`src/rtl/banked_mem_pkg.sv`:
```
// Package: shared types for the banked word memory.
// Assumes: nothing beyond IEEE 1800-2017.
package banked_mem_pkg;

    // Which system address bits choose the chip pair.
    typedef enum logic {
        BANK_HIGH = 1'b0,   // top address bits pick the pair
        BANK_LOW  = 1'b1    // bottom address bits pick the pair
    } bank_map_e;

endpackage

```
`src/rtl/row_decoder.sv`:
```
// Module: row_decoder
// Turns a binary row number into word lines. At most one line is high,
// and none is high while the enable is low.
// Assumes: SEL_W small enough that 2**SEL_W lines are practical.
module row_decoder #(
    parameter int SEL_W = 2
) (
    input  logic                   en,
    input  logic [SEL_W-1:0]       sel,
    output logic [(1<<SEL_W)-1:0]  lines
);

    localparam int LINES = 1 << SEL_W;

    // Purpose: raise the single line that matches sel while enabled.
    always_comb begin
        for (int i = 0; i < LINES; i++) begin
            lines[i] = en && (sel == SEL_W'(i));
        end
    end

    // exactly one line while enabled, none while disabled.
    always_comb begin
        if (en) begin
            p_one_line_r8: assert ($countones(lines) == 1 && lines[sel]);
        end else begin
            p_no_line_r8: assert ($countones(lines) == 0);
        end
    end

endmodule

```
`src/rtl/bank_map.sv`:
```
// Module: bank_map
// Splits a system address into a one-hot pair select and a chip address,
// using either high-order or low-order pair mapping.
// Assumes: PAIRS is a power of two and at least 2.
module bank_map
    import banked_mem_pkg::*;
#(
    parameter int        CHIP_AW = 2,
    parameter int        PAIRS   = 2,
    parameter bank_map_e MAP     = BANK_HIGH
) (
    input  logic [CHIP_AW+$clog2(PAIRS)-1:0] sys_addr,
    output logic [CHIP_AW-1:0]               chip_addr,
    output logic [PAIRS-1:0]                 pair_sel
);

    localparam int PB = $clog2(PAIRS);
    localparam int AW = CHIP_AW + PB;

    logic [PB-1:0] pair_idx;

    // Purpose: pick which address bits form the pair number and the row.
    generate
        if (MAP == BANK_HIGH) begin : g_high
            assign pair_idx  = sys_addr[AW-1 -: PB];
            assign chip_addr = sys_addr[CHIP_AW-1:0];
        end else begin : g_low
            assign pair_idx  = sys_addr[PB-1:0];
            assign chip_addr = sys_addr[AW-1:PB];
        end
    endgenerate

    // Purpose: expand the pair number to one select per pair.
    always_comb begin
        for (int p = 0; p < PAIRS; p++) begin
            pair_sel[p] = (pair_idx == PB'(p));
        end
    end

    // one pair, and only one, is addressed at any time.
    always_comb begin
        p_one_pair_r3: assert ($countones(pair_sel) == 1);
    end

endmodule

```
`src/rtl/sram_chip.sv`:
```
// Module: sram_chip
// Narrow storage chip: 2**AW rows of DW flip-flops. A row captures din on a
// clock edge when the chip is selected, write is requested and the row's
// word line is up. dout shows the selected row on a read, otherwise 0.
// Assumes: single clock; synchronous active-low reset clears every cell.
module sram_chip #(
    parameter int AW = 2,
    parameter int DW = 2
) (
    input  logic          clk,
    input  logic          rst_n,
    input  logic [AW-1:0] addr,
    input  logic [DW-1:0] din,
    input  logic          we,
    input  logic          oe,
    input  logic          cs,
    output logic [DW-1:0] dout
);

    localparam int ROWS = 1 << AW;

    logic [ROWS-1:0]          wline;
    logic [ROWS-1:0][DW-1:0]  cells;
    logic [DW-1:0]            row_bus;

    row_decoder #(.SEL_W(AW)) u_dec (
        .en    (cs),
        .sel   (addr),
        .lines (wline)
    );

    // One row of storage per word line.
    generate
        for (genvar r = 0; r < ROWS; r++) begin : g_row
            logic [DW-1:0] row_q;

            // Purpose: capture din when this row is strobed for writing.
            always_ff @(posedge clk) begin
                if (!rst_n) begin
                    row_q <= '0;
                end else if (wline[r] && we) begin
                    row_q <= din;
                end
            end

            assign cells[r] = row_q;
        end
    endgenerate

    // Purpose: gather the row whose word line is up onto the internal bus.
    always_comb begin
        row_bus = '0;
        for (int r = 0; r < ROWS; r++) begin
            if (wline[r]) begin
                row_bus = row_bus | cells[r];
            end
        end
    end

    // Purpose: drive the pins only on a read; 0 stands in for high impedance.
    assign dout = (oe && !we) ? row_bus : '0;

    // a selected write lands in the addressed row on the next edge.
    p_capture_r2: assert property (@(posedge clk) disable iff (!rst_n)
        (cs && we) |=> (cells[$past(addr)] == $past(din)));

    // an unselected chip keeps every cell.
    p_hold_unsel_r9: assert property (@(posedge clk) disable iff (!rst_n)
        !cs |=> $stable(cells));

    // no write request, no cell changes.
    p_hold_idle_r6: assert property (@(posedge clk) disable iff (!rst_n)
        !we |=> $stable(cells));

endmodule

```
`src/rtl/banked_mem.sv`:
```
// Module: banked_mem
// Word memory built from PAIRS x SLICES narrow chips. Each pair holds one
// full word split across SLICES chips. The pair is chosen by high or low
// address bits, set by MAP. Reads are combinational from registered cells.
// Assumes: WORD_W is a multiple of CHIP_DW; PAIRS is a power of two >= 2.
module banked_mem
    import banked_mem_pkg::*;
#(
    parameter int        CHIP_AW = 2,
    parameter int        CHIP_DW = 2,
    parameter int        WORD_W  = 4,
    parameter int        PAIRS   = 2,
    parameter bank_map_e MAP     = BANK_HIGH
) (
    input  logic                             clk,
    input  logic                             rst_n,
    input  logic [CHIP_AW+$clog2(PAIRS)-1:0] addr,
    input  logic [WORD_W-1:0]                wr_data,
    input  logic                             wr_req,
    input  logic                             rd_req,
    output logic [WORD_W-1:0]                rd_data
);

    localparam int SLICES = WORD_W / CHIP_DW;

    logic [CHIP_AW-1:0]                       chip_addr;
    logic [PAIRS-1:0]                         pair_sel;
    logic [PAIRS-1:0][SLICES-1:0][CHIP_DW-1:0] chip_q;

    bank_map #(
        .CHIP_AW (CHIP_AW),
        .PAIRS   (PAIRS),
        .MAP     (MAP)
    ) u_map (
        .sys_addr  (addr),
        .chip_addr (chip_addr),
        .pair_sel  (pair_sel)
    );

    // One chip for each slice of the word in each pair.
    generate
        for (genvar p = 0; p < PAIRS; p++) begin : g_pair
            for (genvar s = 0; s < SLICES; s++) begin : g_slice
                sram_chip #(
                    .AW (CHIP_AW),
                    .DW (CHIP_DW)
                ) u_chip (
                    .clk   (clk),
                    .rst_n (rst_n),
                    .addr  (chip_addr),
                    .din   (wr_data[s*CHIP_DW +: CHIP_DW]),
                    .we    (wr_req),
                    .oe    (rd_req),
                    .cs    (pair_sel[p]),
                    .dout  (chip_q[p][s])
                );
            end
        end
    endgenerate

    // Purpose: merge the pair outputs; unselected chips contribute 0.
    always_comb begin
        rd_data = '0;
        for (int p = 0; p < PAIRS; p++) begin
            for (int s = 0; s < SLICES; s++) begin
                rd_data[s*CHIP_DW +: CHIP_DW] =
                    rd_data[s*CHIP_DW +: CHIP_DW] | chip_q[p][s];
            end
        end
    end

    // without a read request the data lines sit at 0.
    p_quiet_r5: assert property (@(posedge clk) disable iff (!rst_n)
        !rd_req |-> (rd_data == '0));

endmodule

```
`config.mk`:
```
export PLATFORM = sky130hd
export DESIGN_NAME = banked_mem
export DESIGN_NICKNAME = d
export VERILOG_FILES = /design/src/rtl/banked_mem_pkg.sv /design/src/rtl/row_decoder.sv /design/src/rtl/bank_map.sv /design/src/rtl/sram_chip.sv /design/src/rtl/banked_mem.sv
export SDC_FILE = /design/constraint.sdc
export NUM_CORES = 1
export LEC_CHECK = 0
export ABC_CLOCK_PERIOD_IN_PS = 1240
export BUFFER_PORTS_ARGS = -buffer_cell sky130_fd_sc_hd__buf_4
export CORE_MARGIN = 3
export CORE_UTILIZATION = 55
export DETAILED_ROUTE_END_ITERATION = 12
export PLACE_DENSITY = 0.75
export SLEW_MARGIN = 20
export SYNTH_ARGS = -nofsm -noshare
export SYNTH_HDL_FRONTEND = slang
export SYNTH_SLANG_ARGS = --single-unit
export TNS_END_PERCENT = 1
```
`constraint.sdc`:
```
create_clock -name clk -period 1.24 [get_ports clk]
set_input_delay 0 -clock clk [delete_from_list [all_inputs] [get_ports clk]]
set_output_delay 0 -clock clk [all_outputs]
set_load 0.005 [all_outputs]
```
# Yosys cells after proc, flatten, opt, wreduce, memory -nomap -nowiden
# Index checks and enable logic that the tools add are counted.
# Widths: inputs -> output; s select.
[word_totals]
reg_bits = 32
in_bits = 11
out_inout_bits = 4
[op_classes]
eq_ne = 3
mux = 20
bitwise_logic = 15
n_reduce_logical = 19
[op_table]
columns = ["operator", "count"]
rows = [
  ["$mux 2", 20],
  ["$or 2x2->2", 14],
  ["$logic_and 1x1->1", 17],
  ["$eq 2x2->1 const B", 2],
  ["$eq 2x1->1 const B", 1],
  ["$logic_not 2->1", 1],
  ["$logic_not 1->1", 1],
  ["$not 1->1", 1],
]

# Depth between registers and ports, before layout
# Gate-level depths: netlist of run 1.
[logic_depth]
ltp_word = 11
mapped_depth = 5

# By module
# Synthesis of run 1 repeated with hierarchy kept, for this count alone.
[hier_totals]
cells_unflattened = 192
area_unflattened_um2 = 1788.0
[by_module_without_submodules]
columns = ["mod", "n_inst", "cells_per_inst", "area_per_inst_um2"]
rows = [
  ["sram_chip", 4, 42, 396.6],
  ["row_decoder", 4, 4, 37.5],
  ["bank_map", 1, 4, 26.3],
  ["banked_mem", 1, 4, 25.0],
]

# Worst setup path before layout of run 1
# Ideal clock, no wire load.
[synth_path]
path_kind = "input port to flip-flop"
from = "input port addr[0]"
to = "register g_pair[0].g_slice[0].u_chip.g_row[2].row_q[0]"
setup_time_ps = 116
arrival_ps = 819
required_time_ps = 1124
slack_ps = 305
path_stages = 5
path_cell_list = "buf_4 -> nor4bb_1 -> clkbuf_2 -> mux2i_1 -> nor2b_1"
[synth_via]
elab_chain_len = 3
[synth_lines]
columns = ["element", "line_no", "text"]
rows = [
  ["start, declared", "banked_mem.sv:17", "input logic [CHIP_AW+$clog2(PAIRS)-1:0] addr,"],
  ["$eq 2x2->1", "row_decoder.sv:18", "lines[i] = en && (sel == SEL_W'(i));"],
  ["$logic_and 1x1->1", "row_decoder.sv:18", ""],
  ["$logic_and 1x1->1", "sram_chip.sv:41", "end else if (wline[r] && we) begin"],
  ["end signal, assigned", "sram_chip.sv:42", "row_q <= din;"],
  ["end, declared", "sram_chip.sv:35", "logic [DW-1:0] row_q;"],
]
# Every way passes these cells.
# A chain may end at the register's enable or synchronous reset.

# Final worst setup path of run 1
[layout_path]
from = "register g_pair[1].g_slice[1].u_chip.g_row[3].row_q[0]"
to = "output port rd_data[2]"
[layout_via]
elab_chain_len = 4
[layout_lines]
columns = ["element", "line_no", "text"]
rows = [
  ["start, declared", "sram_chip.sv:35", ""],
  ["start signal, assigned", "sram_chip.sv:42", ""],
  ["$or 2x2->2", "sram_chip.sv:55", "row_bus = row_bus | cells[r];"],
  ["$mux 2", "sram_chip.sv:54", "if (wline[r]) begin"],
  ["$mux 2", "sram_chip.sv:61", "assign dout = (oe && !we) ? row_bus : '0;"],
  ["$or 2x2->2", "banked_mem.sv:67", "rd_data[s*CHIP_DW +: CHIP_DW] | chip_q[p][s];"],
  ["end, declared", "banked_mem.sv:21", "output logic [WORD_W-1:0] rd_data"],
]
# Every way passes these cells.

==> flow_summary.json, run 1 <==
{
  "status": "finished clean",
  "grt_pass1_vias": 1139,
  "slew_headroom_pct": 73.2,
  "syn_area_per_cell_um2": 10.6,
  "worstSetupEndpoint": "rd_data[2]",
  "clk_pin_slew_worst_paths_ns": 0.11,
  "track_usage_pct": 20.6,
  "synthCells": 153,
  "die_h_um": 60.3,
  "largest_reg_flops": 32,
  "insertion_delay_ns": 0.32,
  "rr_worst_depth": 3,
  "crit_type": "flip-flop to output port",
  "p_leak_nw": 0.747,
  "routed-wl-met2_um": 1460,
  "final_layout_size_suffix_gt1_share_pct": 32.3,
  "dpl.cell_count": 183,
  "cp_cell_sequence": "mux2i_1, o22a_1, a21oi_2, buf_4",
  "cp_num_cells": 4,
  "cts_tree": "built",
  "r2r_start": "g_pair[1].g_slice[0].u_chip.g_row[0].row_q[1]",
  "nNetsFinal": 174,
  "wl_per_cell_um": 16.2,
  "required_ns": 1.24,
  "syn2layout_area_growth_pct": 13.4,
  "layoutNonFillerInstCount": 195,
  "num_vias": 1110,
  "clockRootBuffer": "clkbuf_4",
  "hpwl_um": 2150,
  "top_layer_used": "met4",
  "rsz0062_at_grt": "true",
  "fin_area_um2": 1840,
  "ir_drop_uv": 1250,
  "slew_violations": 0,
  "synth_fp_nets": 164,
  "fin_crit_sh_pct": 98.9,
  "route.met3.wl_um": 152,
  "ant_nets": 0,
  "syn_area_um2": 1620,
  "cts_inserted_buffers": 5,
  "path_buf_inv": 1,
  "ys_types": 18,
  "final_cell_mix": "mux2i_1, nor2b_1, dfxtp_2",
  "gp_congestion": 0.730,
  "cp-start-kind": "flip-flop",
  "min_period_ns": 1.23,
  "synth-seq-cells": 32,
  "io_pins": 15,
  "die-width_um": 60.3,
  "setup_viol": 0,
  "final_common_cell": "mux2i_1",
  "timing.clock.skew_ns": 0,
  "reg2reg_slack_ns": 0.48,
  "maxCapViolCount": 0,
  "grt_pass1_wl_um": 5440,
  "grt_max_degree": 33,
  "regMostFlops": "g_pair.g_slice.u_chip.g_row.row_q",
  "cts_max_level": 2,
  "power_density_nw_per_um2": 1120,
  "yosysSeqAreaShare_pct": 39.6,
  "worst_r2r_endpoint": "g_pair[1].g_slice[0].u_chip.g_row[0].row_q[1]",
  "tightest_slew_ns": 0.401,
  "hold_viol_final": 0,
  "clockBufferDepth": 2,
  "core_region_area_um2": 2780,
  "max_stage_delay_ns": 0.34,
  "num_antenna_cells": 0,
  "wirelength_um": 3160,
  "min_path_type": "input port to flip-flop",
  "reg_top3": "g_pair.g_slice.u_chip.g_row.row_q x32",
  "port_buffers": 14,
  "fmax_mhz": 815,
  "cp_max_fo": 2,
  "vias_per_cell": 5.69,
  "cp-startpoint": "g_pair[1].g_slice[1].u_chip.g_row[3].row_q[0]",
  "met1_length_um": 1500,
  "crit_family": "compound AO/OA/AOI/OAI gates",
  "rows": 19,
  "numClockSinks": 32,
  "dr.pass1.iters": 4,
  "drt_iter0_markers": 47,
  "dieArea_um2": 3630,
  "cp.arrival_ns": 1.23,
  "nFillCells": 220,
  "grt_antenna_before_repair": 0,
  "grt-ovfl-total": 0,
  "crit_slowest_cell": "dfxtp_2",
  "start_util_pct": 58.2,
  "place_area_um2": 1680,
  "ys_warn_count": 0,
  "drc": 0,
  "endpoint_kind": "output port"
}
==> power breakdown <==
part           leakage [nW]  internal [mW]  switching (mW)
registers             0.270           1.05          0.0112
clock network        0.0422          0.423           0.356
logic                 0.435          0.105           0.109
==> cells by family after synthesis <==
group	after synthesis	synth area share, %
multiplexers	48	29.7
AND/OR/NAND/NOR	45	19.8
AO/OA/AOI/OAI	12	5.56
flip-flops	32	39.6
buffers and inverters	16	5.41
==> worst min-delay path, cell delays in order <==
cell and delay [ns]:
buf_4 0.13, mux2i_1 0.08, nor2b_1 0.09
==> metrics by stage <==
step           setup slack, ns  util, %  power, mW  hold WS [ns]   TNS, ns
5_1_grt                -0.0580     66.0       2.15       0.00116    -0.221
3_5_place_dp             0.158     60.5       1.29         0.339         0
3_3_place_gp             0.173     60.5       1.28         0.330         0
2_1_floorplan            0.305        -       1.24         0.128         0
6_report                0.0135     66.0       2.06        0.0131         0
4_1_cts               -0.00193     65.1       2.07       0.00302  -0.00350
==> timing repair <==
action | in CTS | in global routing
hold endpoints to repair | 8 | 0
hold buffers | 3 | 0
pin swaps | 0 | 5
resized for setup | 13 | 13
buffers inserted | 0 | 1
setup endpoints to repair | 4 | 4
==> synth_stat cells <==
cell      instances  area, um2
nand2_1           1       3.75
nor4bb_1          1       10.0
clkbuf_1          7       26.3
nor2b_1          32        200
o22a_1            8       70.1
nand4_1           1       6.26
buf_2             1       5.00
and4bb_2          2       25.0
nand4b_1          3       26.3
buf_4             4       30.0
a21oi_1           4       20.0
or2_2             1       6.26
mux2i_1          48        480
clkbuf_2          3       15.0
buf_6             1       11.3
nor4b_4           1       23.8
dfxtp_1          32        641
nand2b_1          3       18.8
==> worst min path at each step <==
stage,start,slack [ns],endpoint,cells past startpoint
floorplan,rst_n,0.13,g_pair[0].g_slice[0].u_chip.g_row[1].row_q[1],1
global placement,wr_data[0],0.33,g_pair[1].g_slice[0].u_chip.g_row[2].row_q[0],3
detailed placement,wr_data[2],0.34,g_pair[0].g_slice[1].u_chip.g_row[3].row_q[0],3
CTS,wr_data[1],0.003,g_pair[0].g_slice[0].u_chip.g_row[1].row_q[1],3
global route,wr_data[1],0.001,g_pair[0].g_slice[0].u_chip.g_row[1].row_q[1],3
finish,wr_data[1],0.01,g_pair[0].g_slice[0].u_chip.g_row[1].row_q[1],3
==> final cells by class <==
cell class	instances	area, um2	share of cell area (%)
flip-flops and latches	32	669	36.4
clock buffers	6	41.3	2.25
well taps	31	38.8	2.11
repair buffers	19	150	8.17
clock inverters	2	35.0	1.91
multi-input cells	105	902	49.1
==> per-layer routing <==
layer | vias up | track usage, %
met2 | 22 | 32.3
li1 | 555 | -
met4 | 0 | 6.65
met3 | 6 | 5.83
met5 | - | 0
met1 | 527 | 27.1
Power figures use the tool's default switching activity.
==> inputs of run 2 (changes only) <==
CAP_MARGIN = 25   (was unset)
CTS_BUF_LIST = sky130_fd_sc_hd__clkbuf_4 sky130_fd_sc_hd__clkbuf_8   (was unset)
PLACE_DENSITY = 0.74   (was 0.75)
SYNTH_HIERARCHICAL = 1   (was unset)
==> run 2 against run 1 <==
The flow now finishes with violations (setup timing). Via count up 35%. First-iteration DRC count rose to 2.8 times the previous value. Wire length up 24%. Utilization up 0.67 points. Synthesized cell count up 25%. Sequential share of layout area down 5.0 points. Sequential power about the same. Flip-flop and latch count unchanged. Critical path depth unchanged.
==> flow_summary.json, run 2 <==
{
  "yosysSeqAreaShare_pct": 35.8,
  "status": "complete, but fails checks",
  "p_leak_nw": 0.757,
  "nNetsFinal": 223,
  "synth_area_leaders": "dfxtp_1, a21bo_2, a21oi_1",
  "ys_warn_count": 6,
  "vias_per_cell": 5.86,
  "p_total_mw": 1.98,
  "numClockSinks": 32,
  "async_reset_ff_share_pct": 0,
  "fmax_mhz": 774,
  "synth_top_family_by_area": "compound AO/OA/AOI/OAI gates",
  "syn2layout_area_growth_pct": 14.8,
  "gp_congestion": 0.801,
  "cp.arrival_ns": 1.29,
  "yosysTopAreaCell": "dfxtp_1",
  "syn_area_per_cell_um2": 9.31,
  "drt_iter0_markers": 130,
  "muxShareOfSynthArea_pct": 0,
  "final_common_cell": "a21oi_1",
  "synth-seq-cells": 32,
  "clockBufferDepth": 2,
  "slew_headroom_pct": 76.1,
  "synthAdderAreaFrac_pct": 0,
  "cts_inserted_buffers": 5,
  "violations": "setup timing",
  "final_layout_size_suffix_gt1_share_pct": 37.3,
  "multiInputGateArea_um2": 1080,
  "dieArea_um2": 3970,
  "endpoint_kind": "output port",
  "hold_viol_final": 0,
  "dr.pass1.iters": 4,
  "timing.hold.ws_ns": 0.0561,
  "num_vias": 1499,
  "fin_ws_ns": -0.0526,
  "crit_type": "flip-flop to output port",
  "p_switching_mw": 0.512,
  "yosysMostFrequentCell": "a21oi_1",
  "combPwrFrac_pct": 12.7,
  "p_seq_share_pct": 53.6,
  "clk_pin_slew_worst_paths_ns": 0.10,
  "synth_ff_type": "dfxtp_1",
  "core_region_area_um2": 3080,
  "switching_share_pct": 25.8,
  "maxCapViolCount": 0,
  "setup_viol": 4,
  "tightest_slew_ns": 0.357,
  "ant_nets": 0,
  "synth_fp_nets": 203,
  "timing.clock.skew_ns": 0,
  "rr_worst_depth": 2,
  "clockRootBuffer": "clkbuf_4",
  "cp_cell_sequence": "a22oi_2, a21oi_2, or2_1, buf_4",
  "largest_reg_flops": 32,
  "cts_setup_buffers": 0,
  "port_buffers": 14,
  "cp_num_cells": 4,
  "fin_crit_sh_pct": 104,
  "io_pins": 15,
  "synth.top_cell.area_share_pct": 35.8,
  "grt-ovfl-total": 0,
  "hpwl_um": 2660,
  "required_ns": 1.24,
  "power.internal_mw": 1.47,
  "cp_max_fo": 2,
  "synth-compound-area-share_pct": 35.8,
  "p_clk_share_pct": 33.7,
  "min_path_type": "input port to flip-flop",
  "wl_per_cell_um": 15.3,
  "die-width_um": 63.0,
  "regMostFlops": "g_pair.g_slice.u_chip/g_row.row_q",
  "grt_antenna_before_repair": 0,
  "rsz0062_at_grt": "true",
  "synth_edf_count": 0,
  "crit_slowest_cell": "dfxtp_2",
  "tns_ns": -0.169,
  "place_ws_ns": 0.124,
  "crit_family": "flip-flops",
  "synthCells": 192,
  "reg_top3": "g_pair.g_slice.u_chip/g_row.row_q x32",
  "synth_common_cells": "a21oi_1, dfxtp_1, nand3_1",
  "max_stage_delay_ns": 0.34,
  "die_h_um": 63.0,
  "track_usage_pct": 21.6,
  "min_period_ns": 1.29,
  "power_density_nw_per_um2": 966,
  "ir_drop_uv": 665,
  "ys_types": 15,
  "cts_tree": "built",
  "cts_max_level": 2,
  "yosys.area_share.simple_pct": 20.2,
  "path_buf_inv": 1,
  "min_delay_path_depth": 3,
  "nFillCells": 241,
  "syn_area_um2": 1790,
  "grt_pass1_vias": 1416,
  "final_cell_mix": "a21oi_1, nand3_1, dfxtp_1",
  "wirelength_um": 3920,
  "synth_xor_area_share_pct": 0,
  "rows": 20,
  "num_antenna_cells": 0,
  "grt_max_degree": 35,
  "drc": 0,
  "insertion_delay_ns": 0.32,
  "regArea_um2": 646,
  "grt_pass1_wl_um": 6800,
  "start_util_pct": 58.1,
  "cp-start-kind": "flip-flop",
  "slew_violations": 0
}
## run 2: repair_timing
| action | 4_1_cts | 5_1_grt |
|---|---|---|
| resized for setup | 7 | 13 |
| setup endpoints to repair | 4 | 4 |
| hold endpoints to repair | 32 | 0 |
| pin swaps | 0 | 2 |
| hold buffers | 4 | 0 |
## run 2: cells by family (layout without fill, tap and decap cells)
kind of cell	count (synthesis)	in the layout
flops	32	32
simple gates	56	56
buf+inv	16	36
compound gates	88	88
## run 2: area by class of cell
class	count	area share, %
Sequential cell	32	31.4
Tap cell	44	2.68
Timing Repair Buffer	24	9.26
Inverter	5	0.914
Clock buffer	7	3.17
Multi-Input combinational cell	144	52.5
## run 2: final timing paths
check,startpoint,end,slack (ns)
hold reg to reg,g_pair[1].g_slice[0].u_chip/g_row[3].row_q[0],g_pair[1].g_slice[0].u_chip/g_row[3].row_q[0],0.58
setup reg to reg,g_pair[0].g_slice[1].u_chip/g_row[3].row_q[0],g_pair[0].g_slice[1].u_chip/g_row[3].row_q[0],0.44
setup / recovery,g_pair[1].g_slice[1].u_chip/g_row[0].row_q[1],rd_data[3],-0.05
hold / removal,rst_n,g_pair[1].g_slice[1].u_chip/g_row[3].row_q[0],0.06
## run 2: power by group through the flow
stage	Combinational (mW)	Clock, mW	Sequential (mW)
after floorplan	0.181	0	1.08
after global placement	0.220	0	1.08
after detailed placement	0.230	0	1.08
after CTS	0.243	0.685	1.06
after global routing	0.278	0.733	1.07
final	0.252	0.669	1.06
## run 2: worst min-delay path: stages
cell	delay (ns)
buf_4	0.11
inv_1	0.12
a21oi_1	0.13
## run 2: layer usage
layer / wire (um) / vias to the layer above / share of wire, % / track usage (%)
met5: 0 / - / 0 / 0
met4: 27 / 0 / 0.69 / 6.61
met3: 138 / 2 / 3.5 / 7.01
met2: 1980 / 34 / 51 / 33.9
met1: 1770 / 710 / 45 / 28.0
li1: - / 753 / - / -
## run 2: through the flow
step | utilization, % | cell area [um2] | cells
after floorplan | - | 1790 | 192
after global placement | 60.6 | 1870 | 245
after detailed placement | 60.6 | 1870 | 245
after CTS | 64.8 | 1990 | 256
after global routing | 66.7 | 2050 | 256
final | 66.7 | 2050 | 256
==> inputs of run 3 (changes only) <==
HOLD_SLACK_MARGIN = 0.12   (was unset)
==> run 3 against run 2 <==
Highest routed layer unchanged. The flow still finishes with violations (setup timing). Critical path type unchanged. Cell count is 1.2% higher. Via count up 3.3%. Critical path depth did not move. Flip-flop and latch count unchanged.
==> flow_summary.json, run 3 (synthesized netlist as in run 2, its figures left out) <==
{
  "status": "complete, but fails checks",
  "violations": "setup timing",
  "numClockSinks": 32,
  "num_vias": 1549,
  "ir_drop_uv": 659,
  "final_common_cell": "a21oi_1",
  "grt-ovfl-total": 0,
  "wirelength_um": 4050,
  "rows": 20,
  "reg_top3": "g_pair.g_slice.u_chip/g_row.row_q x32",
  "maxCapViolCount": 0,
  "vias_per_cell": 5.98,
  "gp_congestion": 0.801,
  "grt_pass1_wl_um": 6940,
  "dr.pass1.iters": 4,
  "nNetsFinal": 226,
  "rsz0062_at_grt": "true",
  "final_cell_mix": "a21oi_1, nand3_1, dfxtp_1",
  "crit_slowest_cell": "dfxtp_2",
  "die_h_um": 63.0,
  "grt_antenna_before_repair": 0,
  "ant_nets": 0,
  "switching_share_pct": 25.6,
  "cts_setup_buffers": 0,
  "cts_max_level": 2,
  "cts_inserted_buffers": 5,
  "p_seq_share_pct": 53.5,
  "drt_iter0_markers": 71,
  "p_clk_share_pct": 33.3,
  "io_pins": 15,
  "core_region_area_um2": 3080,
  "place_ws_ns": 0.124,
  "power.internal_mw": 1.48,
  "min_delay_path_depth": 3,
  "combPwrFrac_pct": 13.2,
  "tightest_slew_ns": 0.418,
  "clockBufferDepth": 2,
  "p_total_mw": 1.99,
  "cp_max_fo": 2,
  "largest_reg_flops": 32,
  "insertion_delay_ns": 0.32,
  "min_period_ns": 1.29,
  "dieArea_um2": 3970,
  "die-width_um": 63.0,
  "fmax_mhz": 775,
  "max_stage_delay_ns": 0.34,
  "grt_max_degree": 25,
  "final_layout_size_suffix_gt1_share_pct": 36.7,
  "wl_per_cell_um": 15.6,
  "rr_worst_depth": 2,
  "endpoint_kind": "output port",
  "cp.arrival_ns": 1.29,
  "hpwl_um": 2660,
  "syn2layout_area_growth_pct": 16.7,
  "port_buffers": 14,
  "num_antenna_cells": 0,
  "grt_pass1_vias": 1452,
  "cp-start-kind": "flip-flop",
  "p_switching_mw": 0.509,
  "power_density_nw_per_um2": 952,
  "regMostFlops": "g_pair.g_slice.u_chip/g_row.row_q",
  "nFillCells": 244,
  "cts_tree": "built",
  "slew_headroom_pct": 72.1,
  "drc": 0,
  "hold_viol_final": 0,
  "start_util_pct": 58.1,
  "min_path_type": "input port to flip-flop",
  "cp_cell_sequence": "a22oi_2, a21oi_2, or2_1, buf_4",
  "fin_crit_sh_pct": 104,
  "required_ns": 1.24,
  "fin_ws_ns": -0.0498,
  "clk_pin_slew_worst_paths_ns": 0.09,
  "clockRootBuffer": "clkbuf_4",
  "p_leak_nw": 0.769,
  "slew_violations": 0,
  "timing.clock.skew_ns": 0,
  "crit_type": "flip-flop to output port",
  "setup_viol": 4,
  "tns_ns": -0.160,
  "track_usage_pct": 22.0
}
-- run 3: cell types whose count changed in the layout (fill, tap and decap cells not counted) --
| cell | before | now |
|---|---|---|
| buf_6 | 0 | 1 |
| buf_4 | 20 | 19 |
| dlygate4sd3_1 | 4 | 7 |
-- run 3: timing repair --
action                                 in CTS  in global routing
gates resized for setup                     7                 14
pin swaps                                   0                  2
setup endpoints to repair                   4                  5
hold buffers                                7                  0
endpoints found under the hold margin      32                  0
-- run 3: layer usage --
layer,vias to the layer above,global-route usage (%),wire length [um]
met5,-,0,0
met4,0,7.16,46
met3,4,7.19,132
met2,36,35.0,2030
met1,748,27.9,1840
li1,761,-,-
-- run 3: stage by stage --
stage	utilization, %	area, um2	cells	hold WS (ns)
final	67.8	2090	259	0.157
after global placement	60.6	1870	245	0.315
after CTS	65.8	2020	259	0.131
after global routing	67.8	2090	259	0.150
after detailed placement	60.6	1870	245	0.322
after floorplan	-	1790	192	0.147
-- run 3: path summary, 6_finish.rpt --
| kind | slack [ns] | end | startpoint |
|---|---|---|---|
| worst min register to register | 0.58 | g_pair[1].g_slice[0].u_chip/g_row[3].row_q[0] | g_pair[1].g_slice[0].u_chip/g_row[3].row_q[0] |
| worst min-delay path | 0.16 | g_pair[1].g_slice[0].u_chip/g_row[1].row_q[1] | wr_req |
| worst max register to register | 0.43 | g_pair[0].g_slice[1].u_chip/g_row[3].row_q[0] | g_pair[0].g_slice[1].u_chip/g_row[3].row_q[0] |
| worst max-delay path | -0.05 | rd_data[3] | g_pair[1].g_slice[1].u_chip/g_row[0].row_q[1] |
-- run 3: critical path: cells and delay by family, from the launching register on --
family	cells	cell delay, ns
compound gates	2	0.25
simple gates	1	0.24
buf+inv	1	0.14
flops	1	0.34
-- run 3: layout make-up --
type	count	area, um2	area share [%]
Clock buffer	7	65.1	3.12
Sequential cell	32	646	30.9
Inverter	5	18.8	0.899
Multi-Input combinational cell	144	1080	51.7
Timing Repair Buffer	27	224	10.7
Tap cell	44	55.1	2.64
-- run 3: power groups by stage --
| stage | Combinational [mW] | Clock, mW | Sequential [mW] |
|---|---|---|---|
| floorplan | 0.181 | 0 | 1.08 |
| global placement | 0.220 | 0 | 1.08 |
| detailed placement | 0.230 | 0 | 1.08 |
| CTS | 0.250 | 0.685 | 1.06 |
| global route | 0.287 | 0.735 | 1.07 |
| finish | 0.262 | 0.663 | 1.06 |
